`config.mk`:
```
export PLATFORM = sky130hd
export DESIGN_NAME = dead_time_monitor
export DESIGN_NICKNAME = d
export VERILOG_FILES = /design/src/rtl/dtm_pkg.sv /design/src/rtl/dtm_edge_detect.sv /design/src/rtl/dtm_gap_timer.sv /design/src/rtl/dtm_extrema.sv /design/src/rtl/dead_time_monitor.sv
export SDC_FILE = /design/constraint.sdc
export NUM_CORES = 1
export LEC_CHECK = 0
export BUFFER_PORTS_ARGS = -buffer_cell sky130_fd_sc_hd__buf_2
export CAP_MARGIN = 20
export CORE_MARGIN = 3
export CORE_UTILIZATION = 65
export CTS_CLUSTER_DIAMETER = 120
export CTS_CLUSTER_SIZE = 8
export DETAILED_ROUTE_END_ITERATION = 8
export GPL_ROUTABILITY_DRIVEN = 0
export HOLD_SLACK_MARGIN = 0.02
export PLACE_DENSITY = 0.85
export SYNTH_ARGS = -nofsm -noshare
export SYNTH_HDL_FRONTEND = slang
export SYNTH_HIERARCHICAL = 1
export SYNTH_SLANG_ARGS = --single-unit
export TNS_END_PERCENT = 100
```
`constraint.sdc`:
```
create_clock -name clk -period 6.1 [get_ports clk]
set_input_delay 1.22 -clock clk [delete_from_list [all_inputs] [get_ports clk]]
set_output_delay 1.22 -clock clk [all_outputs]
set_load 0.05 [all_outputs]
```
`src/rtl/dtm_pkg.sv`:
```
package dtm_pkg;
  localparam int NUM_CH = 2;

  typedef struct packed {
    logic level;
    logic rise;
    logic fall;
  } edge_ev_t;
endpackage

```
`src/rtl/dtm_edge_detect.sv`:
```
module dtm_edge_detect
  import dtm_pkg::*;
(
  input  logic     clk,
  input  logic     rst,
  input  logic     raw_in,
  input  logic     act_low,
  output edge_ev_t ev
);
  logic lvl;
  logic prev_q;
  logic primed_q;

  assign lvl = raw_in ^ act_low;

  always_ff @(posedge clk) begin
    if (rst) begin
      prev_q   <= 1'b0;
      primed_q <= 1'b0;
    end else begin
      prev_q   <= lvl;
      primed_q <= 1'b1;
    end
  end

  always_comb begin
    ev.level = lvl;
    ev.rise  = primed_q & lvl & ~prev_q;
    ev.fall  = primed_q & ~lvl & prev_q;
  end
endmodule

```
`src/rtl/dtm_gap_timer.sv`:
```
module dtm_gap_timer #(
  parameter int CNT_W = 16
) (
  input  logic             clk,
  input  logic             rst,
  input  logic             open_ev,
  input  logic             close_ev,
  input  logic             consume,
  output logic [CNT_W-1:0] held_val,
  output logic             held_vld
);
  localparam logic [CNT_W-1:0] SAT = '1;

  logic             run_q;
  logic [CNT_W-1:0] cnt_q;
  logic             cap;
  logic [CNT_W-1:0] cap_val;

  always_comb begin
    cap     = 1'b0;
    cap_val = cnt_q;
    if (open_ev && close_ev) begin
      cap     = 1'b1;
      cap_val = '0;
    end else if (!open_ev && run_q && (close_ev || cnt_q == SAT)) begin
      cap     = 1'b1;
      cap_val = cnt_q;
    end
  end

  always_ff @(posedge clk) begin
    if (rst) begin
      run_q    <= 1'b0;
      cnt_q    <= '0;
      held_val <= '0;
      held_vld <= 1'b0;
    end else begin
      if (open_ev && !close_ev) begin
        run_q <= 1'b1;
        cnt_q <= {{(CNT_W-1){1'b0}}, 1'b1};
      end else if (cap) begin
        run_q <= 1'b0;
      end else if (run_q) begin
        cnt_q <= cnt_q + 1'b1;
      end

      if (cap) begin
        held_val <= cap_val;
        held_vld <= 1'b1;
      end else if (consume) begin
        held_vld <= 1'b0;
      end
    end
  end

  // an interval left open until the limit is recorded at the limit
  assert_saturate_capture_R8: assert property (@(posedge clk) disable iff (rst)
    (run_q && cnt_q == SAT && !close_ev && !open_ev) |=> (held_vld && held_val == SAT && !run_q));
endmodule

```
`src/rtl/dtm_extrema.sv`:
```
module dtm_extrema #(
  parameter int CNT_W = 16
) (
  input  logic             clk,
  input  logic             rst,
  input  logic             smp_vld,
  input  logic [CNT_W-1:0] smp_val,
  input  logic             win_strobe,
  output logic [CNT_W-1:0] min_o,
  output logic [CNT_W-1:0] max_o
);
  localparam logic [CNT_W-1:0] MIN_DEF = '1;
  localparam logic [CNT_W-1:0] MAX_DEF = '0;

  logic [CNT_W-1:0] run_min_q, run_max_q;
  logic [CNT_W-1:0] nxt_min, nxt_max;

  always_comb begin
    nxt_min = run_min_q;
    nxt_max = run_max_q;
    if (smp_vld) begin
      if (smp_val < run_min_q) nxt_min = smp_val;
      if (smp_val > run_max_q) nxt_max = smp_val;
    end
  end

  always_ff @(posedge clk) begin
    if (rst) begin
      run_min_q <= MIN_DEF;
      run_max_q <= MAX_DEF;
      min_o     <= MIN_DEF;
      max_o     <= MAX_DEF;
    end else if (win_strobe) begin
      min_o     <= nxt_min;
      max_o     <= nxt_max;
      run_min_q <= MIN_DEF;
      run_max_q <= MAX_DEF;
    end else begin
      run_min_q <= nxt_min;
      run_max_q <= nxt_max;
    end
  end

  // published extrema only move after a strobe
  assert_hold_between_strobes_R6: assert property (@(posedge clk) disable iff (rst)
    !win_strobe |=> ($stable(min_o) && $stable(max_o)));

  // defaults right after reset
  assert_reset_defaults_R1: assert property (@(posedge clk)
    $past(rst) |-> (min_o == MIN_DEF && max_o == MAX_DEF));

  // a committed sample lies inside the running min/max afterwards
  assert_sample_bracketed_R4: assert property (@(posedge clk) disable iff (rst)
    (smp_vld && !win_strobe) |=> (run_min_q <= $past(smp_val) && run_max_q >= $past(smp_val)));
endmodule

```
`src/rtl/dead_time_monitor.sv`:
```
module dead_time_monitor
  import dtm_pkg::*;
#(
  parameter int CNT_W = 16
) (
  input  logic             clk,
  input  logic             rst,
  input  logic             ch1_in,
  input  logic             ch2_in,
  input  logic             ch1_act_low,
  input  logic             ch2_act_low,
  input  logic             overlap_chk_en,
  input  logic             win_strobe,
  output logic [CNT_W-1:0] gap_a_min,
  output logic [CNT_W-1:0] gap_a_max,
  output logic [CNT_W-1:0] gap_b_min,
  output logic [CNT_W-1:0] gap_b_max,
  output logic             overlap_flag
);
  logic [NUM_CH-1:0]  raw;
  logic [NUM_CH-1:0]  pol;
  edge_ev_t           ev [NUM_CH];
  logic [CNT_W-1:0]   gap_val [NUM_CH];
  logic [NUM_CH-1:0]  gap_vld;
  logic [CNT_W-1:0]   ext_min [NUM_CH];
  logic [CNT_W-1:0]   ext_max [NUM_CH];
  logic               period_end_q;
  logic               both_active;

  assign raw = {ch2_in, ch1_in};
  assign pol = {ch2_act_low, ch1_act_low};

  // Index 0 = gap A (ch1 falls -> ch2 rises), index 1 = gap B (ch2 falls -> ch1 rises)
  for (genvar g = 0; g < NUM_CH; g++) begin : g_ch
    dtm_edge_detect u_edge (
      .clk     (clk),
      .rst     (rst),
      .raw_in  (raw[g]),
      .act_low (pol[g]),
      .ev      (ev[g])
    );

    dtm_gap_timer #(.CNT_W(CNT_W)) u_timer (
      .clk      (clk),
      .rst      (rst),
      .open_ev  (ev[g].fall),
      .close_ev (ev[NUM_CH-1-g].rise),
      .consume  (period_end_q),
      .held_val (gap_val[g]),
      .held_vld (gap_vld[g])
    );

    dtm_extrema #(.CNT_W(CNT_W)) u_ext (
      .clk        (clk),
      .rst        (rst),
      .smp_vld    (period_end_q & gap_vld[g]),
      .smp_val    (gap_val[g]),
      .win_strobe (win_strobe),
      .min_o      (ext_min[g]),
      .max_o      (ext_max[g])
    );
  end

  assign gap_a_min = ext_min[0];
  assign gap_a_max = ext_max[0];
  assign gap_b_min = ext_min[1];
  assign gap_b_max = ext_max[1];

  assign both_active = overlap_chk_en & ev[0].level & ev[1].level;

  always_ff @(posedge clk) begin
    if (rst) begin
      period_end_q <= 1'b0;
      overlap_flag <= 1'b0;
    end else begin
      period_end_q <= ev[0].rise;
      if (win_strobe) overlap_flag <= both_active;
      else            overlap_flag <= overlap_flag | both_active;
    end
  end

  // the flag stays up until a strobe
  assert_flag_sticky_R9: assert property (@(posedge clk) disable iff (rst)
    (overlap_flag && !win_strobe) |=> overlap_flag);

  // the flag can only rise while the check is enabled
  assert_flag_needs_enable_R10: assert property (@(posedge clk) disable iff (rst)
    $rose(overlap_flag) |-> $past(overlap_chk_en));
endmodule

```
==> summary.md, run 1 <==
| Metric | Value |
|---|---|
| Critical path class | `reg -> reg` |
| Max-Cap Viols | `0` |
| Post-route setup slack | `just over 3000 ps` |
| PortBufs | `72` |
| Clk_skew | `9.93 ps` |
| Synth area leader | `dfxtp_1` |
| Row cnt | `44` |
| Die H | `129 µm` |
| DR iter-0 viols | `449` |
| Post-synth top flop | `dfxtp_1` |
| Horiz. Die Dim | `between 100 and 150 µm` |
| Yosys cell types | `66` |
| Status | `completed` |
| Pwr/cell area | `roughly 260 nW/µm²` |
| Worst EP required | `6450 ps` |
| Total power | `roughly 2.8 mW` |
| Max H-tree Level | `1` |
| Slew Viols, Final | `0` |
| Initial antenna violation count | `0` |
| CP arrival | `~3400 ps` |
| Total track usage | `0.267` |
| Post-Synthesis Cells | `1046` |
| Detailed Route WL | `between 20000 and 25000 µm` |
| Quantity of gates resized following cts | `0` |
| Ys async rst share | `0` |
| # Post-CTS Setup Buffers | `0` |
| Post-Syn Nets | `1118` |
| Inserted Diodes | `0` |
| Fin nets | `1163` |
| Setup crit end kind | `flip-flop` |
| Num CTS Buffers | `29` |
| Most frequent cells in the layout | `dfxtp_1 (202), nor2_1 (94), inv_1 (72)` |
| Via/cell ratio | `~6.3` |
| Clk pin slew, worst setup/hold paths | `about 50 ps` |
| Largest net degree at the start of global routing | `97` |
| Endpoints failing hold | `0` |
| Yosys Warn Count | `6` |
| Slew headroom | `0.227` |
| DRC | `0` |
| Sequential cell area fraction in the yosys report | `0.414` |
| Fraction of layout cells with a size suffix above 1 | `0.145` |
| Clk root buf | `clkbuf_16` |
| Startpoint types | `flip-flop` |
| Clk_lat worst skew | `520 ps` |
| Die footprint | `16500 µm²` |
| Setup Total Neg Slack | `0 ps` |
| Unrepaired setup endpoints after global routing | `no` |
| Via count | `8081` |
| Synth Cell Area | `9760 µm²` |
| Tmin final | `~3100 ps` |
| Endpoints failing setup | `0` |
| Worst Path Max Fanout | `16` |
| HPWL after DPL | `roughly 15000 µm` |
| Peak Freq | `0.324 GHz` |
| P_leak | `about 4.6 nW` |
| Remaining global-route overflow | `0` |
| EDFF count, synth | `0` |
| CTS Sinks | `around 200` |
| Dpl ws | `around 2600 ps` |
| Min-Delay Path Class | `reg -> reg` |
| Antenna-violating nets left | `0` |
| VDD IR max | `250 µV` |
| #FFs+latches synth | `202` |
| Most common cell after layout, fill and taps aside | `dfxtp_1` |
| Syn Area/Cell | `9.33 µm²` |
| Placed Area | `roughly 10000 µm²` |
| Core Footprint | `approximately 15000 µm²` |
| Non-Filler Instances | `between 1000 and 1500` |
| Clock Tree Buf Depth | `3` |
| Area contributors post-synth | `dfxtp_1 (41%), ha_1 (8.2%), mux2i_1 (4.8%)` |
| Global-route wire length before repair | `about 37000 µm` |
| CTS tree | `built` |
| # fillers | `1016` |
| Share of the synthesized area in the top cell type | `0.414` |
| IO Pins | `73` |
| Routed WL per cell | `between 15 and 20 µm` |
| Hold Buf Count CTS | `0` |
| Final instance area | `10800 µm²` |
| Post-placement cell count | `1244` |
| Worst-margin pin slew | `between 1000 and 1500 ps` |
| Vias in the first global route | `7505` |
| Final cycle utilization of the critical path | `0.505` |
| Starting Density | `0.669` |
| Layout area overhead | `10.6%` |
| DR pass1 iterations | `5` |
## cell families (layout without fill, tap and decap cells)
group	Yosys count	in the layout	synth area share
simple gates	371	371	0.225
compound gates	226	226	0.163
flops	202	202	0.414
buf+inv	134	179	0.0638
fa+ha+maj	64	64	0.0821
mux	47	47	0.0482
xor+xnor	2	2	0.00333
## cell usage after synthesis (all sizes together) (2+ instances only)
master and count:
a21oi 51, mux2i 47, nand3b 4, and4 7
o31ai 10, o211ai 9, inv 72, or3 26
nor3 33, or4 9, nand2 32, nor2 94
nand3 49, buf 21, o2111ai 4, a211oi 35
nand2b 8, nand4 29, or2 20, nor3b 3
nor2b 7, clkbuf 41, and2b 2, ha 64
dfxtp 202, a21o 5, nand4b 4, a221oi 3
a22o 32, o221a 2, and2 4, a2111o 2
and3 2, xnor2 2, o22ai 2, nor4b 16
o21ai 49, a31oi 19, nor4 6, and4b 15
## path summary, 6_finish.rpt
path	endpoint	slack (ps)	cells after the start	startpoint
setup / recovery	g_ch[1].u_ext/max_o[2]	3020	7	g_ch[1].u_timer/held_val[11]
hold / removal	g_ch[0].u_ext/run_min_q[12]	470	2	g_ch[0].u_ext/run_min_q[12]
setup reg to reg	g_ch[1].u_ext/max_o[2]	3020	7	g_ch[1].u_timer/held_val[11]
hold reg to reg	g_ch[0].u_ext/run_min_q[12]	470	2	g_ch[0].u_ext/run_min_q[12]
## through the flow
stage,hold WS (ps),utilization
3_5_place_dp,462,0.689
3_3_place_gp,455,0.689
4_1_cts,475,0.740
6_report,473,0.740
2_1_floorplan,445,-
5_1_grt,493,0.740
## final cells by class
class | instances | area, µm² | area share
repair buffers | 76 | 395 | 0.0366
inverters | 72 | 270 | 0.0250
flip-flops and latches | 202 | 4040 | 0.375
clock inverters | 2 | 17.5 | 0.00162
multi-input cells | 710 | 5110 | 0.473
clock buffers | 29 | 726 | 0.0672
well taps | 184 | 230 | 0.0213
## critical path, stage by stage, from the launching register on
cell and delay [ps]:
dfxtp_1 390, ha_1 370, nand4_1 190, or4_1 540
a21o_1 210, a31oi_4 660, mux2i_1 410, a211oi_1 140
## registers in the layout (all words and copies together), names as in the netlist
signal and count:
g_ch.u_ext/run_max_q 32, g_ch.u_ext/run_min_q 32, g_ch.u_edge/primed_q 2, period_end_q 1, g_ch.u_ext/min_o 32, g_ch.u_timer/held_val 32
g_ch.u_ext/max_o 32, g_ch.u_timer/cnt_q 32, g_ch.u_timer/held_vld 2, g_ch.u_edge/prev_q 2, overlap_flag 1, g_ch.u_timer/run_q 2
## metal layers
layer | GRT usage | wire, µm | vias up
met4 | 0.0877 | 563 | 0
met3 | 0.0440 | 1610 | 52
met5 | 0 | 0 | -
met1 | 0.375 | 10000 | 3794
met2 | 0.421 | 10200 | 310
li1 | - | - | 3925
## power breakdown
group	total, mW	internal (mW)	switching (mW)
logic	0.142	0.0347	0.107
registers	1.35	1.34	0.0102
clock network	1.35	0.827	0.522
Note: power is estimated with default switching activity, not from simulation.
==> run 2: changes to the inputs <==
- ABC_AREA: unset -> 1
- CORE_UTILIZATION: 65 -> 55
- PLACE_DENSITY: 0.85 -> 0.77
- clock period: 6.1 -> 2.5 ns (I/O delays scaled with it)
==> summary.md, run 2 <==
| Metric | Value |
|---|---|
| Status | `completed (unchanged)` |
| Detailed Route WL | `23900 µm (was 22400 µm)` |
| DR pass1 iterations | `7 (was 5)` |
| Antenna-violating nets left | `0 (unchanged)` |
| Synth Cell Area | `10400 µm² (was 9760 µm²)` |
| VDD IR max | `541 µV (was 250 µV)` |
| Share of the synthesized area in the top cell type | `0.389 (was 0.414)` |
| Non-Filler Instances | `1766 (was 1275)` |
| Setup crit end kind | `flip-flop (unchanged)` |
| Syn Area/Cell | `7.13 µm² (was 9.33 µm²)` |
| Quantity of gates resized following cts | `0 (unchanged)` |
| Worst EP required | `2940 ps (was 6450 ps)` |
| Horiz. Die Dim | `144 µm (was 129 µm)` |
| Synth area leader | `dfxtp_1 (unchanged)` |
| Core Footprint | `18300 µm² (was 14600 µm²)` |
| Tmin final | `2180 ps (was 3080 ps)` |
| Row cnt | `49 (was 44)` |
| CP Buf/Inv Count | `2 (was 0)` |
| Max-Cap Viols | `0 (unchanged)` |
| Top Family by Delay on Critical Path | `simple AND/OR/NAND/NOR gates (was compound AO/OA/AOI/OAI gates)` |
| Ys async rst share | `0 (unchanged)` |
| Most frequent cells in the layout | `nand2_1 (361), inv_1 (208), dfxtp_1 (202) (was dfxtp_1 (202), nor2_1 (94), inv_1 (72))` |
| Peak Freq | `0.459 GHz (was 0.324 GHz)` |
| Pwr/cell area | `598 nW/µm² (was 263 nW/µm²)` |
| Starting Density | `0.569 (was 0.669)` |
| Startpoint types | `flip-flop (unchanged)` |
| Post-Syn Nets | `1531 (was 1118)` |
| Most common cell after layout, fill and taps aside | `nand2_1 (was dfxtp_1)` |
| Critical path class | `reg -> reg (unchanged)` |
| CTS tree | `built (unchanged)` |
| Layout area overhead | `12.8% (was 10.6%)` |
| CP arrival | `2620 ps (was 3430 ps)` |
| Largest net degree at the start of global routing | `45 (was 97)` |
| Unrepaired setup endpoints after global routing | `no (unchanged)` |
| Fin nets | `1609 (was 1163)` |
| Clk pin slew, worst setup/hold paths | `50 ps (about the same)` |
| Clk_skew | `22.9 ps (was 9.93 ps)` |
| Via count | `9402 (was 8081)` |
| DRC | `0 (unchanged)` |
| Clk root buf | `clkbuf_16 (unchanged)` |
| Post-placement cell count | `1734 (was 1244)` |
| Total track usage | `0.226 (was 0.267)` |
| Yosys Warn Count | `6 (unchanged)` |
| Inserted Diodes | `0 (unchanged)` |
| PortBufs | `72 (unchanged)` |
| Die footprint | `20600 µm² (was 16500 µm²)` |
| Clk_lat worst skew | `530 ps (was 520 ps)` |
| Slowest cell on crit path | `nor2_1 (was a31oi_4)` |
| Post-synth top flop | `dfxtp_1 (unchanged)` |
| Post-Synthesis Cells | `1459 (was 1046)` |
| Clock Tree Buf Depth | `3 (unchanged)` |
| Worst-margin pin slew | `805 ps (was 1150 ps)` |
| CTS Sinks | `202 (unchanged)` |
| Die H | `144 µm (was 129 µm)` |
| Initial antenna violation count | `0 (unchanged)` |
| Routed WL per cell | `13.6 µm (was 17.6 µm)` |
| P_leak | `5.54 nW (was 4.61 nW)` |
| # Post-CTS Setup Buffers | `0 (unchanged)` |
| Slew Viols, Final | `0 (unchanged)` |
| Via/cell ratio | `5.32 (was 6.34)` |
| Num CTS Buffers | `29 (unchanged)` |
| Minimum hold slack | `259 ps (was 473 ps)` |
| Final cycle utilization of the critical path | `0.872 (was 0.505)` |
| Fin util | `0.642 (was 0.740)` |
| Synth top cells by count | `nand2_1 (361), inv_1 (208), dfxtp_1 (202) (was dfxtp_1 (202), nor2_1 (94), inv_1 (72))` |
| Endpoints failing setup | `0 (unchanged)` |
| #FFs+latches synth | `202 (unchanged)` |
| Min-Delay Path Class | `in -> reg (was reg -> reg)` |
| Area contributors post-synth | `dfxtp_1 (39%), nand2_1 (13%), nand3_1 (8.3%) (was dfxtp_1 (41%), ha_1 (8.2%), mux2i_1 (4.8%))` |
| Global-route wire length before repair | `39300 µm (was 36800 µm)` |
| Crit-path cells | `inv_1 -> nand2_1 -> nor2_1 -> nor2_1 -> inv_1 -> o21ai_0 -> o21bai_4 -> nand2_4 -> nand2_1 -> a21oi_1 (was ha_1 -> nand4_1 -> or4_1 -> a21o_1 -> a31oi_4 -> mux2i_1 -> a211oi_1)` |
| Fraction of layout cells with a size suffix above 1 | `0.136 (was 0.145)` |
| Sequential cell area fraction in the yosys report | `0.389 (was 0.414)` |
| Setup Total Neg Slack | `0 ps (unchanged)` |
| EDFF count, synth | `0 (unchanged)` |
| Slew headroom | `0.463 (was 0.227)` |
| Remaining global-route overflow | `0 (unchanged)` |
| HPWL after DPL | `16800 µm (was 14500 µm)` |
| Most frequent cell after synthesis | `nand2_1 (was dfxtp_1)` |
| IO Pins | `73 (unchanged)` |
| DR iter-0 viols | `678 (was 449)` |
| Hold Buf Count CTS | `0 (unchanged)` |
| Max H-tree Level | `1 (unchanged)` |
| Worst Path Max Fanout | `22 (was 16)` |
| Yosys cell types | `32 (was 66)` |
| Endpoints failing hold | `0 (unchanged)` |
| CP peak stage delay | `440 ps (was 660 ps)` |
| Total power | `7.02 mW (was 2.84 mW)` |
| Vias in the first global route | `8604 (was 7505)` |
==> run 2: logic make-up after synthesis <==
family,count (synthesis),synth area share
AND/OR/NAND/NOR,765,0.332
buffers and inverters,262,0.104
flip-flops,202,0.389
AO/OA/AOI/OAI,152,0.0865
adder cells (fa/ha/maj),64,0.0770
XOR/XNOR,14,0.0118
==> run 2: report_power, final <==
part	internal, mW	switching [mW]	total (mW)
clock network	2.02	1.29	3.31
logic	0.131	0.289	0.420
registers	3.26	0.0364	3.29
total	5.40	1.62	7.02
==> run 2: metal layers <==
metal	global-route usage	part of all wire	vias up
li1	-	-	4800
met1	0.317	0.46	4284
met2	0.373	0.46	281
met3	0.0283	0.062	37
met4	0.0555	0.019	0
met5	0	0	-
==> run 2: path summary, 6_finish.rpt <==
path	from	end	slack, ps	cells past startpoint
hold / removal	overlap_chk_en	overlap_flag	260	3
setup / recovery	g_ch[1].u_edge/prev_q	g_ch[0].u_timer/cnt_q[14]	320	10
hold reg to reg	g_ch[1].u_ext/max_o[12]	g_ch[1].u_ext/max_o[12]	440	2
setup reg to reg	g_ch[1].u_edge/prev_q	g_ch[0].u_timer/cnt_q[14]	320	10
==> run 2: worst register-to-register path, delay by kind of cell (launching register included) <==
family                 cells  cell delay, ps
flip-flops                 1             300
AND/OR/NAND/NOR            5             950
buffers and inverters      2             140
AO/OA/AOI/OAI              3             700
==> run 2: layout make-up <==
class                      count  area, µm²
sequential                   202       4040
timing repair buffer         100        583
clock inverter                 2       17.5
tap                          229        287
multi-input combinational    996       5300
inverter                     208        781
clock buffer                  29        726
fill                        1635       6540
==> run 2: per-stage QoR <==
step | instance area (µm²) | worst slack, ps
floorplan | 10400 | 682
global placement | 11000 | 243
detailed placement | 11000 | 150
CTS | 11700 | 198
global route | 11700 | 156
finish | 11700 | 320
==> run 3: changes to the inputs <==
- CORE_MARGIN: 3 -> 8
==> summary.md, run 3 (synthesis gave the netlist of run 2 again) <==
| Metric | Value |
|---|---|
| Status | `completed (unchanged)` |
| Setup Total Neg Slack | `0 ps (unchanged)` |
| CP peak stage delay | `480 ps (was 440 ps)` |
| Final instance area | `11700 µm² (about the same)` |
| Core Footprint | `18600 µm² (was 18300 µm²)` |
| Clk_lat worst skew | `530 ps (about the same)` |
| Non-Filler Instances | `1769 (was 1766)` |
| DR pass1 iterations | `5 (was 7)` |
| Horiz. Die Dim | `154 µm (was 144 µm)` |
| Clk root buf | `clkbuf_16 (unchanged)` |
| Max-Cap Viols | `0 (unchanged)` |
| CTS tree | `built (unchanged)` |
| IO Pins | `73 (unchanged)` |
| Crit-path cells | `ha_1 -> a21oi_1 -> nor2_1 -> nor3_1 -> nand2_1 -> nand2_1 -> nand2_1 -> nand2_2 -> nand2_4 -> nand2_1 -> nand3_1 -> nand2_1 -> inv_1 (was inv_1 -> nand2_1 -> nor2_1 -> nor2_1 -> inv_1 -> o21ai_0 -> o21bai_4 -> nand2_4 -> nand2_1 -> a21oi_1)` |
| Max H-tree Level | `1 (unchanged)` |
| DR iter-0 viols | `625 (was 678)` |
| Quantity of gates resized following cts | `0 (unchanged)` |
| Detailed Route WL | `24100 µm (was 23900 µm)` |
| Clock Tree Buf Depth | `3 (unchanged)` |
| Minimum hold slack | `268 ps (was 259 ps)` |
| # fillers | `1658 (was 1635)` |
| Total power | `7.02 mW (about the same)` |
| Clk pin slew, worst setup/hold paths | `50 ps (about the same)` |
| Worst EP required | `2930 ps (was 2940 ps)` |
| Starting Density | `0.558 (was 0.569)` |
| Startpoint types | `flip-flop (unchanged)` |
| Final cycle utilization of the critical path | `0.853 (was 0.872)` |
| Fin nets | `1607 (was 1609)` |
| Clk_skew | `22.2 ps (was 22.9 ps)` |
| Layout area overhead | `12.7% (was 12.8%)` |
| Fin util | `0.629 (was 0.642)` |
| Die footprint | `23600 µm² (was 20600 µm²)` |
| Post-placement cell count | `1737 (was 1734)` |
| Row cnt | `50 (was 49)` |
| Endpoints failing setup | `0 (unchanged)` |
| Num CTS Buffers | `29 (unchanged)` |
| Min-Delay Path Class | `in -> reg (unchanged)` |
| Critical path class | `reg -> reg (unchanged)` |
| Slowest cell on crit path | `dfxtp_1 (was nor2_1)` |
| CP Buf/Inv Count | `1 (was 2)` |
| PortBufs | `72 (unchanged)` |
| Top Family by Delay on Critical Path | `simple AND/OR/NAND/NOR gates (unchanged)` |
| Global-route wire length before repair | `40500 µm (was 39300 µm)` |
| P_leak | `5.53 nW (was 5.54 nW)` |
| Dpl ws | `193 ps (was 150 ps)` |
| Antenna-violating nets left | `0 (unchanged)` |
| HPWL after DPL | `16900 µm (was 16800 µm)` |
| Setup crit end kind | `flip-flop (unchanged)` |
| Post-route setup slack | `367 ps (was 320 ps)` |
| Unrepaired setup endpoints after global routing | `no (unchanged)` |
| Slew Viols, Final | `0 (unchanged)` |
| Pwr/cell area | `599 nW/µm² (was 598 nW/µm²)` |
| Via count | `9378 (was 9402)` |
| Remaining global-route overflow | `0 (unchanged)` |
| Tmin final | `2130 ps (was 2180 ps)` |
| Routed WL per cell | `13.6 µm (about the same)` |
| Fraction of layout cells with a size suffix above 1 | `0.135 (was 0.136)` |
| Initial antenna violation count | `0 (unchanged)` |
| Slew headroom | `0.469 (was 0.463)` |
| CTS Sinks | `202 (unchanged)` |
| Most frequent cells in the layout | `nand2_1 (361), inv_1 (208), dfxtp_1 (202) (unchanged)` |
| Largest net degree at the start of global routing | `42 (was 45)` |
| Hold Buf Count CTS | `0 (unchanged)` |
| Vias in the first global route | `8770 (was 8604)` |
| Placed Area | `11000 µm² (about the same)` |
| Via/cell ratio | `5.30 (was 5.32)` |
| Die H | `154 µm (was 144 µm)` |
| Worst-margin pin slew | `796 ps (was 805 ps)` |
| Most common cell after layout, fill and taps aside | `nand2_1 (unchanged)` |
| VDD IR max | `525 µV (was 541 µV)` |
| CP arrival | `2570 ps (was 2620 ps)` |
| Total track usage | `0.200 (was 0.226)` |
| Endpoints failing hold | `0 (unchanged)` |
| Inserted Diodes | `0 (unchanged)` |
| DRC | `0 (unchanged)` |
| Most used cell, CP | `nand2_1` |
| Peak Freq | `0.469 GHz (was 0.459 GHz)` |
| Worst Path Max Fanout | `16 (was 22)` |
[run 3: final cells by class]
cell class / instances / area, µm² / area share
flip-flops and latches: 202 / 4040 / 0.345
clock inverters: 2 / 17.5 / 0.00149
inverters: 208 / 781 / 0.0666
well taps: 234 / 293 / 0.0250
clock buffers: 29 / 726 / 0.0619
repair buffers: 98 / 568 / 0.0485
multi-input cells: 996 / 5300 / 0.452
[run 3: worst paths after layout]
kind | start | endpoint | slack [ps] | cells past startpoint
worst max-delay path | g_ch[0].u_timer/held_val[5] | g_ch[0].u_ext/min_o[10] | 370 | 13
worst min-delay path | ch2_act_low | g_ch[1].u_edge/prev_q | 270 | 4
worst max register to register | g_ch[0].u_timer/held_val[5] | g_ch[0].u_ext/min_o[10] | 370 | 13
worst min register to register | g_ch[1].u_ext/max_o[8] | g_ch[1].u_ext/max_o[8] | 440 | 2
[run 3: layer usage]
metal | vias up | wire, µm | track usage
met1 | 4247 | 11300 | 0.262
met2 | 278 | 10600 | 0.324
met5 | - | 0 | 0
met3 | 60 | 1610 | 0.0370
li1 | 4793 | - | -
met4 | 0 | 660 | 0.0700
[run 3: where the power goes]
group	switching (mW)	internal [mW]
logic	0.291	0.130
clock network	1.29	2.02
registers	0.0368	3.26
total	1.62	5.40
[run 3: what timing repair did]
| item | 4_1_cts | 5_1_grt |
|---|---|---|
| endpoints found under the setup margin | 0 | 15 |
| setup buffers | 0 | 0 |
| endpoints found under the hold margin | 0 | 0 |
[run 3: worst min-delay path, stage by stage]
cell     delay, ps
buf_2          100
nand2_1         50
nand2_1         70
nor2_1          40
